`config.mk`:
```
export PLATFORM = sky130hd
export DESIGN_NAME = nib_cpu
export DESIGN_NICKNAME = d
export VERILOG_FILES = /design/src/rtl/nib_cpu_pkg.sv /design/src/rtl/nib_cpu_mem.sv /design/src/rtl/nib_cpu_alu.sv /design/src/rtl/nib_cpu_ctrl.sv /design/src/rtl/nib_cpu.sv
export SDC_FILE = /design/constraint.sdc
export NUM_CORES = 1
export LEC_CHECK = 0
export ABC_AREA = 1
export BUFFER_PORTS_ARGS = -buffer_cell sky130_fd_sc_hd__buf_2
export CORE_ASPECT_RATIO = 0.8
export CORE_MARGIN = 2
export CORE_UTILIZATION = 35
export CTS_BUF_LIST = sky130_fd_sc_hd__clkbuf_4 sky130_fd_sc_hd__clkbuf_8 sky130_fd_sc_hd__clkbuf_16
export CTS_CLUSTER_SIZE = 40
export DETAILED_ROUTE_END_ITERATION = 10
export SLEW_MARGIN = 30
export SYNTH_ARGS = -nofsm -noshare
export SYNTH_HDL_FRONTEND = slang
export SYNTH_SLANG_ARGS = --single-unit
export TNS_END_PERCENT = 20
```
`constraint.sdc`:
```
create_clock -name clk -period 3.7 [get_ports clk]
set_input_delay 0.185 -clock clk [delete_from_list [all_inputs] [get_ports clk]]
set_output_delay 0.185 -clock clk [all_outputs]
set_load 0.01 [all_outputs]
```
`src/rtl/nib_cpu_pkg.sv`:
```
package nib_cpu_pkg;

    localparam int OP_W = 4;

    typedef enum logic [OP_W-1:0] {
        OP_LOAD  = 4'h0,
        OP_STORE = 4'h1,
        OP_ADD   = 4'h2,
        OP_SUB   = 4'h3,
        OP_JUMP  = 4'h4,
        OP_JZERO = 4'h5,
        OP_HALT  = 4'hF
    } opcode_e;

    typedef enum logic [1:0] {
        ST_FETCH  = 2'd0,
        ST_DECODE = 2'd1,
        ST_EXEC   = 2'd2,
        ST_HALTED = 2'd3
    } seq_state_e;

endpackage

```
`src/rtl/nib_cpu_mem.sv`:
```
module nib_cpu_mem #(
    parameter int AW = 4,
    parameter int DW = 8
) (
    input  logic          clk,
    input  logic          rst,
    input  logic          pre_we,
    input  logic [AW-1:0] pre_addr,
    input  logic [DW-1:0] pre_wdata,
    output logic [DW-1:0] pre_rdata,
    input  logic [AW-1:0] cpu_addr,
    input  logic          cpu_we,
    input  logic [DW-1:0] cpu_wdata,
    output logic [DW-1:0] cpu_rdata
);
    localparam int DEPTH = 1 << AW;

    logic [DW-1:0] cells [DEPTH];

    always_ff @(posedge clk) begin
        if (rst) begin
            if (pre_we) cells[pre_addr] <= pre_wdata;
        end else if (cpu_we) begin
            cells[cpu_addr] <= cpu_wdata;
        end
    end

    assign pre_rdata = cells[pre_addr];
    assign cpu_rdata = cells[cpu_addr];


    cpu_write_out_of_reset_chk: assert property (@(posedge clk) cpu_we |-> !rst);
endmodule

```
`src/rtl/nib_cpu_alu.sv`:
```
module nib_cpu_alu #(
    parameter int DW = 8
) (
    input  logic [DW-1:0] opa,
    input  logic [DW-1:0] opb,
    input  logic          do_sub,
    output logic [DW-1:0] result,
    output logic          opa_zero
);
    always_comb begin
        if (do_sub) result = opa - opb;
        else        result = opa + opb;
    end

    assign opa_zero = (opa == '0);

    always_comb begin
        if (do_sub) begin

            sub_inverse_chk: assert (DW'(result + opb) == opa);
        end else begin

            add_inverse_chk: assert (DW'(result - opb) == opa);
        end
    end
endmodule

```
`src/rtl/nib_cpu_ctrl.sv`:
```
module nib_cpu_ctrl
    import nib_cpu_pkg::*;
#(
    parameter int AW = 4,
    parameter int DW = 8
) (
    input  logic          clk,
    input  logic          rst,
    output logic [AW-1:0] mem_addr,
    input  logic [DW-1:0] mem_rdata,
    output logic          mem_we,
    output logic [DW-1:0] mem_wdata,
    output logic [DW-1:0] alu_a,
    output logic [DW-1:0] alu_b,
    output logic          alu_sub,
    input  logic [DW-1:0] alu_res,
    input  logic          acc_zero,
    output logic          halted
);
    seq_state_e    state, nxt_state;
    logic [AW-1:0] pc;
    logic [AW-1:0] oper_addr;
    logic [DW-1:0] ir;
    logic [DW-1:0] acc;
    opcode_e       op;

    assign op = opcode_e'(ir[DW-1 -: OP_W]);

    // sequencer state register
    always_ff @(posedge clk) begin
        if (rst) state <= ST_FETCH;
        else     state <= nxt_state;
    end

    // next-state logic
    always_comb begin
        nxt_state = state;
        unique case (state)
            ST_FETCH:  nxt_state = ST_DECODE;
            ST_DECODE: nxt_state = ST_EXEC;
            ST_EXEC:   nxt_state = (op == OP_HALT) ? ST_HALTED : ST_FETCH;
            ST_HALTED: nxt_state = ST_HALTED;
        endcase
    end

    // datapath registers
    always_ff @(posedge clk) begin
        if (rst) begin
            pc        <= '0;
            acc       <= '0;
            ir        <= '0;
            oper_addr <= '0;
        end else begin
            unique case (state)
                ST_FETCH: begin
                    ir <= mem_rdata;
                    pc <= pc + 1'b1;
                end
                ST_DECODE: oper_addr <= ir[AW-1:0];
                ST_EXEC: begin
                    case (op)
                        OP_LOAD:  acc <= mem_rdata;
                        OP_ADD:   acc <= alu_res;
                        OP_SUB:   acc <= alu_res;
                        OP_JUMP:  pc  <= ir[AW-1:0];
                        OP_JZERO: if (acc_zero) pc <= ir[AW-1:0];
                        default:  ;
                    endcase
                end
                ST_HALTED: ;
            endcase
        end
    end

    // outputs
    always_comb begin
        mem_addr  = oper_addr;
        mem_we    = 1'b0;
        mem_wdata = acc;
        alu_a     = acc;
        alu_b     = mem_rdata;
        alu_sub   = 1'b0;
        halted    = 1'b0;
        unique case (state)
            ST_FETCH:  mem_addr = pc;
            ST_DECODE: ;
            ST_EXEC: begin
                mem_we  = (op == OP_STORE);
                alu_sub = (op == OP_SUB);
            end
            ST_HALTED: halted = 1'b1;
        endcase
    end


    reset_clear_chk: assert property (@(posedge clk)
        rst |=> (pc == '0 && acc == '0 && state == ST_FETCH));


    fetch_step_chk: assert property (@(posedge clk) disable iff (rst)
        state == ST_FETCH |=> (state == ST_DECODE && pc == $past(pc) + 1'b1));


    decode_step_chk: assert property (@(posedge clk) disable iff (rst)
        state == ST_DECODE |=> state == ST_EXEC);


    jzero_take_chk: assert property (@(posedge clk) disable iff (rst)
        (state == ST_EXEC && op == OP_JZERO && acc == '0) |=> pc == $past(ir[AW-1:0]));


    jzero_skip_chk: assert property (@(posedge clk) disable iff (rst)
        (state == ST_EXEC && op == OP_JZERO && acc != '0) |=> $stable(pc));


    halt_hold_chk: assert property (@(posedge clk) disable iff (rst)
        state == ST_HALTED |=> (state == ST_HALTED && $stable(pc) && $stable(acc)));
endmodule

```
`src/rtl/nib_cpu.sv`:
```
module nib_cpu
    import nib_cpu_pkg::*;
#(
    parameter int ADDR_W = 4
) (
    input  logic                   clk,
    input  logic                   rst,
    input  logic                   load_en,
    input  logic [ADDR_W-1:0]      load_addr,
    input  logic [OP_W+ADDR_W-1:0] load_data,
    output logic [OP_W+ADDR_W-1:0] load_rdata,
    output logic                   halted
);
    localparam int DW = OP_W + ADDR_W;

    logic [ADDR_W-1:0] mem_addr;
    logic [DW-1:0]     mem_rdata, mem_wdata;
    logic              mem_we;
    logic [DW-1:0]     alu_a, alu_b, alu_res;
    logic              alu_sub, acc_zero;

    nib_cpu_mem #(.AW(ADDR_W), .DW(DW)) u_mem (
        .clk       (clk),
        .rst       (rst),
        .pre_we    (load_en),
        .pre_addr  (load_addr),
        .pre_wdata (load_data),
        .pre_rdata (load_rdata),
        .cpu_addr  (mem_addr),
        .cpu_we    (mem_we),
        .cpu_wdata (mem_wdata),
        .cpu_rdata (mem_rdata)
    );

    nib_cpu_alu #(.DW(DW)) u_alu (
        .opa      (alu_a),
        .opb      (alu_b),
        .do_sub   (alu_sub),
        .result   (alu_res),
        .opa_zero (acc_zero)
    );

    nib_cpu_ctrl #(.AW(ADDR_W), .DW(DW)) u_ctrl (
        .clk       (clk),
        .rst       (rst),
        .mem_addr  (mem_addr),
        .mem_rdata (mem_rdata),
        .mem_we    (mem_we),
        .mem_wdata (mem_wdata),
        .alu_a     (alu_a),
        .alu_b     (alu_b),
        .alu_sub   (alu_sub),
        .alu_res   (alu_res),
        .acc_zero  (acc_zero),
        .halted    (halted)
    );
endmodule

```
======== Word-level counts from Yosys, hierarchy flattened ========
Memory sizes are Yosys's and may differ from the RTL's.
Index checks and enable logic that the tools add are counted.
cells by class
  divide/modulo/power cells ............... 0
  shifts and indexed selects .............. 0
  multiplexer cells ....................... 20
  bitwise operators ....................... 0
  $mul .................................... 0
  reductions and logical operators ........ 9
  $lt $le $gt $ge ......................... 0
  add/sub/neg operators ................... 3
  equality and inequality tests ........... 11
operators with widths
  cell                 count
  $mux 8               2
  $pmux 4 s2           2
  $pmux 8 s2           1
  $mux 4               3
  $mux 1               10
  $add 8x8->8          1
  $eq 4x2->1 const B   2
  $eq 4x3->1 const B   2
  $logic_not 8->1      1
  $pmux 2 s4           1
  $reduce_or 8->1      1
  $sub 8x8->8          1
  $ne 3x3->1 const B   2
  $add 4x1->4 const B  1
  $eq 2x2->1 const B   2
  $eq 4x1->1 const B   1
  $eq 4x4->1 const B   1
  $logic_not 4->1      1
  $reduce_bool 2->1    2
  $reduce_and 3->1     1
  $eq 2x1->1 const B   1
  $logic_not 2->1      1
  $mux 2               1
  $reduce_and 2->1     1
  $reduce_or 2->1      1
word-level totals
  output and inout bits ................... 9
  register bits ........................... 26
  bits in read-only memories .............. 0
  RAM bits ................................ 128
  word-level logic and storage cells ...... 49
  memories ................................ 1
  bits in latches ......................... 0
memories
  memory       depth  bits a word  read ports  clocked after Yosys merged registers in  wr ports  RTL line           text
  u_mem.cells  16     8            2           0                                        1         nib_cpu_mem.sv:18  logic [DW-1:0] cells [DEPTH];

======== Logic depth before layout (Yosys ltp) ========
  depth in word-level cells ............... 7
  gate-level depth with buffers ........... 32

======== Cells and area by module ========
Synthesis repeated with hierarchy kept, for this count alone.
second synthesis, totals
  cell total of the unflattened synthesis .. 1168
  area, all modules ....................... 9073.7 µm²
by module, submodules not included
  module        area an instance (µm²)  times used  sequential area each (µm²)  cells each
  nib_cpu_mem   7081.8                  1           3843.7                      858
  nib_cpu_ctrl  1451.4                  1           520.5                       213
  nib_cpu_alu   540.5                   1           0.0                         97

======== Worst setup path before layout ========
No wires, ideal clock.
  path kind ............................... flip-flop to flip-flop
  start ................................... register u_ctrl.state[0]
  end ..................................... register u_ctrl.acc[7], in the netlist u_ctrl.alu_a[7]
  arrival ................................. 3.288 ns
  stages on the path, launching flop included .. 33
  library setup time ...................... 0.132 ns
  slack ................................... 0.280 ns
  cell sequence ........................... dfxtp_1 inv_2 nand2_4 nand2_4 nand2_4 buf_8 buf_6 nand2_1 o21ai_1 nand2_1 nand3_1 nand3_1 nand2_1 inv_1 ha_1 inv_1 nor2_1 a31oi_1 xor2_1 inv_1 ha_1 nand2_1 inv_1 a221oi_1 o31ai_1 inv_1 nand3_1 nand2_1 inv_1 nand3_1 nand3_1 nand2_1 a21oi_1
between the ends
  word-level cells in the longest chain between the ends .. 6
RTL lines
  what                                        RTL line                              text
  from (decl)                                 nib_cpu_ctrl.sv:20                    seq_state_e state, nxt_state;
  from (signal assigned)                      nib_cpu_ctrl.sv:32                    else state <= nxt_state;
  $logic_not 2->1                             nib_cpu_ctrl.sv:84                    unique case (state)
  $mux 4                                      nib_cpu_ctrl.sv:84
  $mem_v2 16x8                                --
  $add 8x8->8 or $sub 8x8->8 (tied branches)  nib_cpu_alu.sv:12, nib_cpu_alu.sv:11
  $mux 8                                      nib_cpu_alu.sv:11                     if (do_sub) result = opa - opb;
  $pmux 8 s2                                  nib_cpu_ctrl.sv:61                    case (op)
  to (signal assigned)                        nib_cpu_ctrl.sv:62                    OP_LOAD: acc <= mem_rdata;
  to (signal assigned)                        nib_cpu_ctrl.sv:63                    OP_ADD: acc <= alu_res;
  to (signal assigned)                        nib_cpu_ctrl.sv:64                    OP_SUB: acc <= alu_res;
  to (decl)                                   nib_cpu_ctrl.sv:24                    logic [DW-1:0] acc;
Several ways; a longest one is shown, not always the timed one.
A chain may end at the register's enable or synchronous reset.

======== Worst setup path after layout ========
  start ................................... register u_ctrl.state[1]
  end ..................................... register u_ctrl.acc[7], in the netlist u_ctrl.alu_a[7]
between the ends
  word-level cells in the longest chain between the ends .. 6
RTL lines
  what                                        RTL line                              text
  $logic_not 2->1 (*)                         nib_cpu_ctrl.sv:84
  $mux 4 (*)                                  nib_cpu_ctrl.sv:84
  $mem_v2 16x8 (*)                            --
  named net alu_b[0]                          nib_cpu.sv:19                         logic [DW-1:0] alu_a, alu_b, alu_res;
  $add 8x8->8 or $sub 8x8->8 (tied branches)  nib_cpu_alu.sv:12, nib_cpu_alu.sv:11
  $mux 8 (*)                                  nib_cpu_alu.sv:11
  $pmux 8 s2 (*)                              nib_cpu_ctrl.sv:61
Mark *: on every way through the listed nets, which the timed path passes. The rest lies on a longest branch.

==> results.py <==
metrics = {
    "critical_path": {
        "end_kind": "flop",
        "slowest_stage": "dfxtp_2",
        "start_kind": "flop",
        "crit_type": "flop to flop",
        "worstPathRequired_ns": 4.01,
        "cp_slowest_stage_delay_ns": 0.35,
        "cp_max_fo": 6,
        "arrival_ns": 3.97,
    },
    "timing": {
        "hold_viol_final": 0,
        "setup_tns_ns": 0,
        "max_freq_mhz": 273,
        "period_minus_slack_ns": 3.66,
        "fin_crit_sh_pct": 99.0,
        "maxSlewViolCount": 0,
        "setup_slack_ns": 0.0369,
        "tightest_slew_ns": 0.747,
        "rsz0062_at_grt": "true",
        "skew_ns": 0.0101,
        "maxSlewHeadroom_pct": 50.1,
        "setup_viol": 0,
    },
    "pwr": {
        "pwr-share-clk_pct": 32.8,
        "cellPowerDensity_nw_per_um2": 536,
        "power_frac_seq_pct": 36.4,
        "p_int_w": 0.00366,
        "peakVddDrop_v": 0.000286,
        "p_switching_w": 0.00177,
        "p_sw_share_pct": 32.6,
        "p_leak_nw": 4.25,
        "p_comb_share_pct": 30.8,
    },
    "yosys": {
        "postSynth.asyncResetShare_pct": 0,
        "ys_types": 38,
        "syn_area_um2": 8460,
        "synth_seq_cells": 154,
        "yosysSeqAreaShare_pct": 51.6,
        "synth_nets": 1034,
        "synth_flop_cell": "edfxtp_1",
        "postSynthCellCount": 1009,
        "synth_edf_count": 128,
        "synth-warning-count": 0,
        "post_synth.cell_area_avg_um2": 8.39,
    },
    "finish": {
        "drive_gt1_share_pct": 16.4,
        "final_util_pct": 42.9,
        "area_growth_pct": 19.7,
        "stdcell_count": 1414,
        "nets": 1114,
        "diodes": 0,
    },
    "grt": {
        "grt_pass1_wl_mm": 40.6,
        "grt_max_degree": 62,
        "grt_pass1_vias": 7057,
        "antenna_found_initial": 0,
        "grt.total_usage_pct": 21.3,
        "overflow": 0,
    },
    "cts": {
        "cts_tree": "done",
        "clock_latency_ns": 0.44,
        "cts_buffers": 17,
        "cts_max_path_buffers": 2,
        "clock-root-buffer": "clkbuf_16",
        "cts_max_level": 4,
        "clk_pin_slew_ns": 0.06,
        "cts.sinks": 154,
    },
    "hold_path": {
        "hp-class": "input port to flop",
    },
    "floorplan": {
        "start_util_pct": 35.9,
        "core_area_um2": 23600,
        "rows": 50,
        "die_y_um": 143,
        "dieArea_um2": 25400,
        "die_w_um": 178,
        "ios": 24,
    },
    "drt": {
        "dr.pass1.iters": 5,
        "drt_iter0_drc": 917,
        "ant_nets": 0,
        "drc": 0,
        "wl_per_cell_um": 18.6,
        "via_per_inst": 5.33,
        "drt_wl_total_mm": 26.2,
        "vias": 7541,
    },
    "outcome": {
        "outcome": "finished clean",
    },
    "place": {
        "place_worst_setup_slack_ns": -0.0566,
        "gp_congestion": 0.907,
        "dp.final_hpwl_mm": 17.5,
        "port_buffers": 23,
        "dp_cells": 1370,
    },
    "flow_run": {
        "drv_cap": 0,
    },
}
-- state kept, by name, indices dropped and copies added (netlist names) --
register / cells
u_ctrl.ir: 8
u_ctrl.alu_a: 8
u_ctrl.pc: 4
u_ctrl.state: 2
u_ctrl.oper_addr: 4
u_mem.cells: 128
-- worst max-delay path: cells and delay by family (launching register included) --
kind            cells  cell delay [ns]
buf+inv             9             0.79
simple gates       11             1.05
flops               1             0.35
xor+xnor            1             0.17
fa+ha+maj           2             0.42
compound gates      5             0.74
-- metal layers --
| metal | vias up | part of all wire (%) | GRT usage (%) |
|---|---|---|---|
| met3 | 44 | 9.3 | 4.82 |
| met1 | 3546 | 47 | 31.1 |
| met4 | 0 | 1.8 | 6.17 |
| met2 | 377 | 42 | 31.3 |
| li1 | 3574 | - | - |
| met5 | - | 0 | 0 |
-- area by class of cell --
cell class | count | area [um^2]
Clock inverter | 13 | 151
Inverter | 153 | 579
Timing Repair Buffer | 112 | 836
Sequential cell | 154 | 4370
Multi-Input combinational cell | 651 | 3360
Tap cell | 312 | 390
Clock buffer | 19 | 440
Fill cell | 2318 | 13500
-- cell usage after synthesis (6+ instances only) --
master	number	area, um^2
a31oi_1	7	43.8
o21ai_0	104	521
o211ai_1	8	60.1
a21oi_1	75	375
nand3_1	160	801
edfxtp_1	128	3840
nand2_1	187	702
xor2_1	6	52.6
inv_1	146	548
o221ai_1	8	70.1
clkbuf_1	31	116
buf_2	10	50.1
ha_1	9	113
dfxtp_1	26	521
nand2_2	8	50.1
nor2_1	44	165
-- power groups by stage --
stage | sequential (W) | clock [W] | combinational, W
after floorplan | 0.00200 | 0 | 0.000998
after global placement | 0.00201 | 0 | 0.00149
after detailed placement | 0.00201 | 0 | 0.00151
after CTS | 0.00197 | 0.00180 | 0.00155
after global routing | 0.00198 | 0.00188 | 0.00183
final | 0.00198 | 0.00178 | 0.00167
-- cells by family (layout without fill, tap and decap cells) --
| family | count (synthesis) | in the layout | synth area share [%] |
|---|---|---|---|
| buffers and inverters | 206 | 297 | 10.0 |
| AOI/OAI and AO/OA | 216 | 216 | 14.0 |
| adders and majority gates | 10 | 10 | 1.57 |
| and+or+nand+nor | 412 | 414 | 21.7 |
| DFF | 154 | 154 | 51.6 |
| xor gates and xnor gates | 11 | 11 | 1.14 |
-- repair_timing --
action,CTS,global route
pin swaps,2,9
buffers inserted,5,5
resized for setup,4,22
hold buffers,0,0
setup endpoints to repair,1,4
cloned,0,2
-- through the flow --
stage	hold WS (ns)	power, W	cell area (um^2)
finish	0.152	0.00543	10100
global placement	0.456	0.00350	9310
global route	0.164	0.00570	10100
floorplan	0.437	0.00300	8460
CTS	0.133	0.00532	9970
detailed placement	0.469	0.00352	9310
-- placed cells by master, fill, tap and decap left out, drive strengths merged, types with 6 or more instances in the layout --
master / count
a31oi: 7
xor2: 6
a21oi: 75
o211ai: 8
clkbuf: 19
edfxtp: 128
clkinv: 9
nor2: 46
o21ai: 110
o221ai: 8
ha: 9
nand3: 162
buf: 112
dfxtp: 26
nand2: 201
inv: 151
-- path summary, 6_finish.rpt --
path                        start              end  slack (ns)  cells past startpoint
setup reg to reg  u_ctrl.state[1]  u_ctrl.alu_a[7]        0.04                     28
hold / removal                rst  u_ctrl.alu_a[2]        0.15                      2
hold reg to reg   u_ctrl.alu_a[0]  u_ctrl.alu_a[0]        0.48                      2
setup / recovery  u_ctrl.state[1]  u_ctrl.alu_a[7]        0.04                     28
No activity file was read; power rests on OpenSTA's default activity.
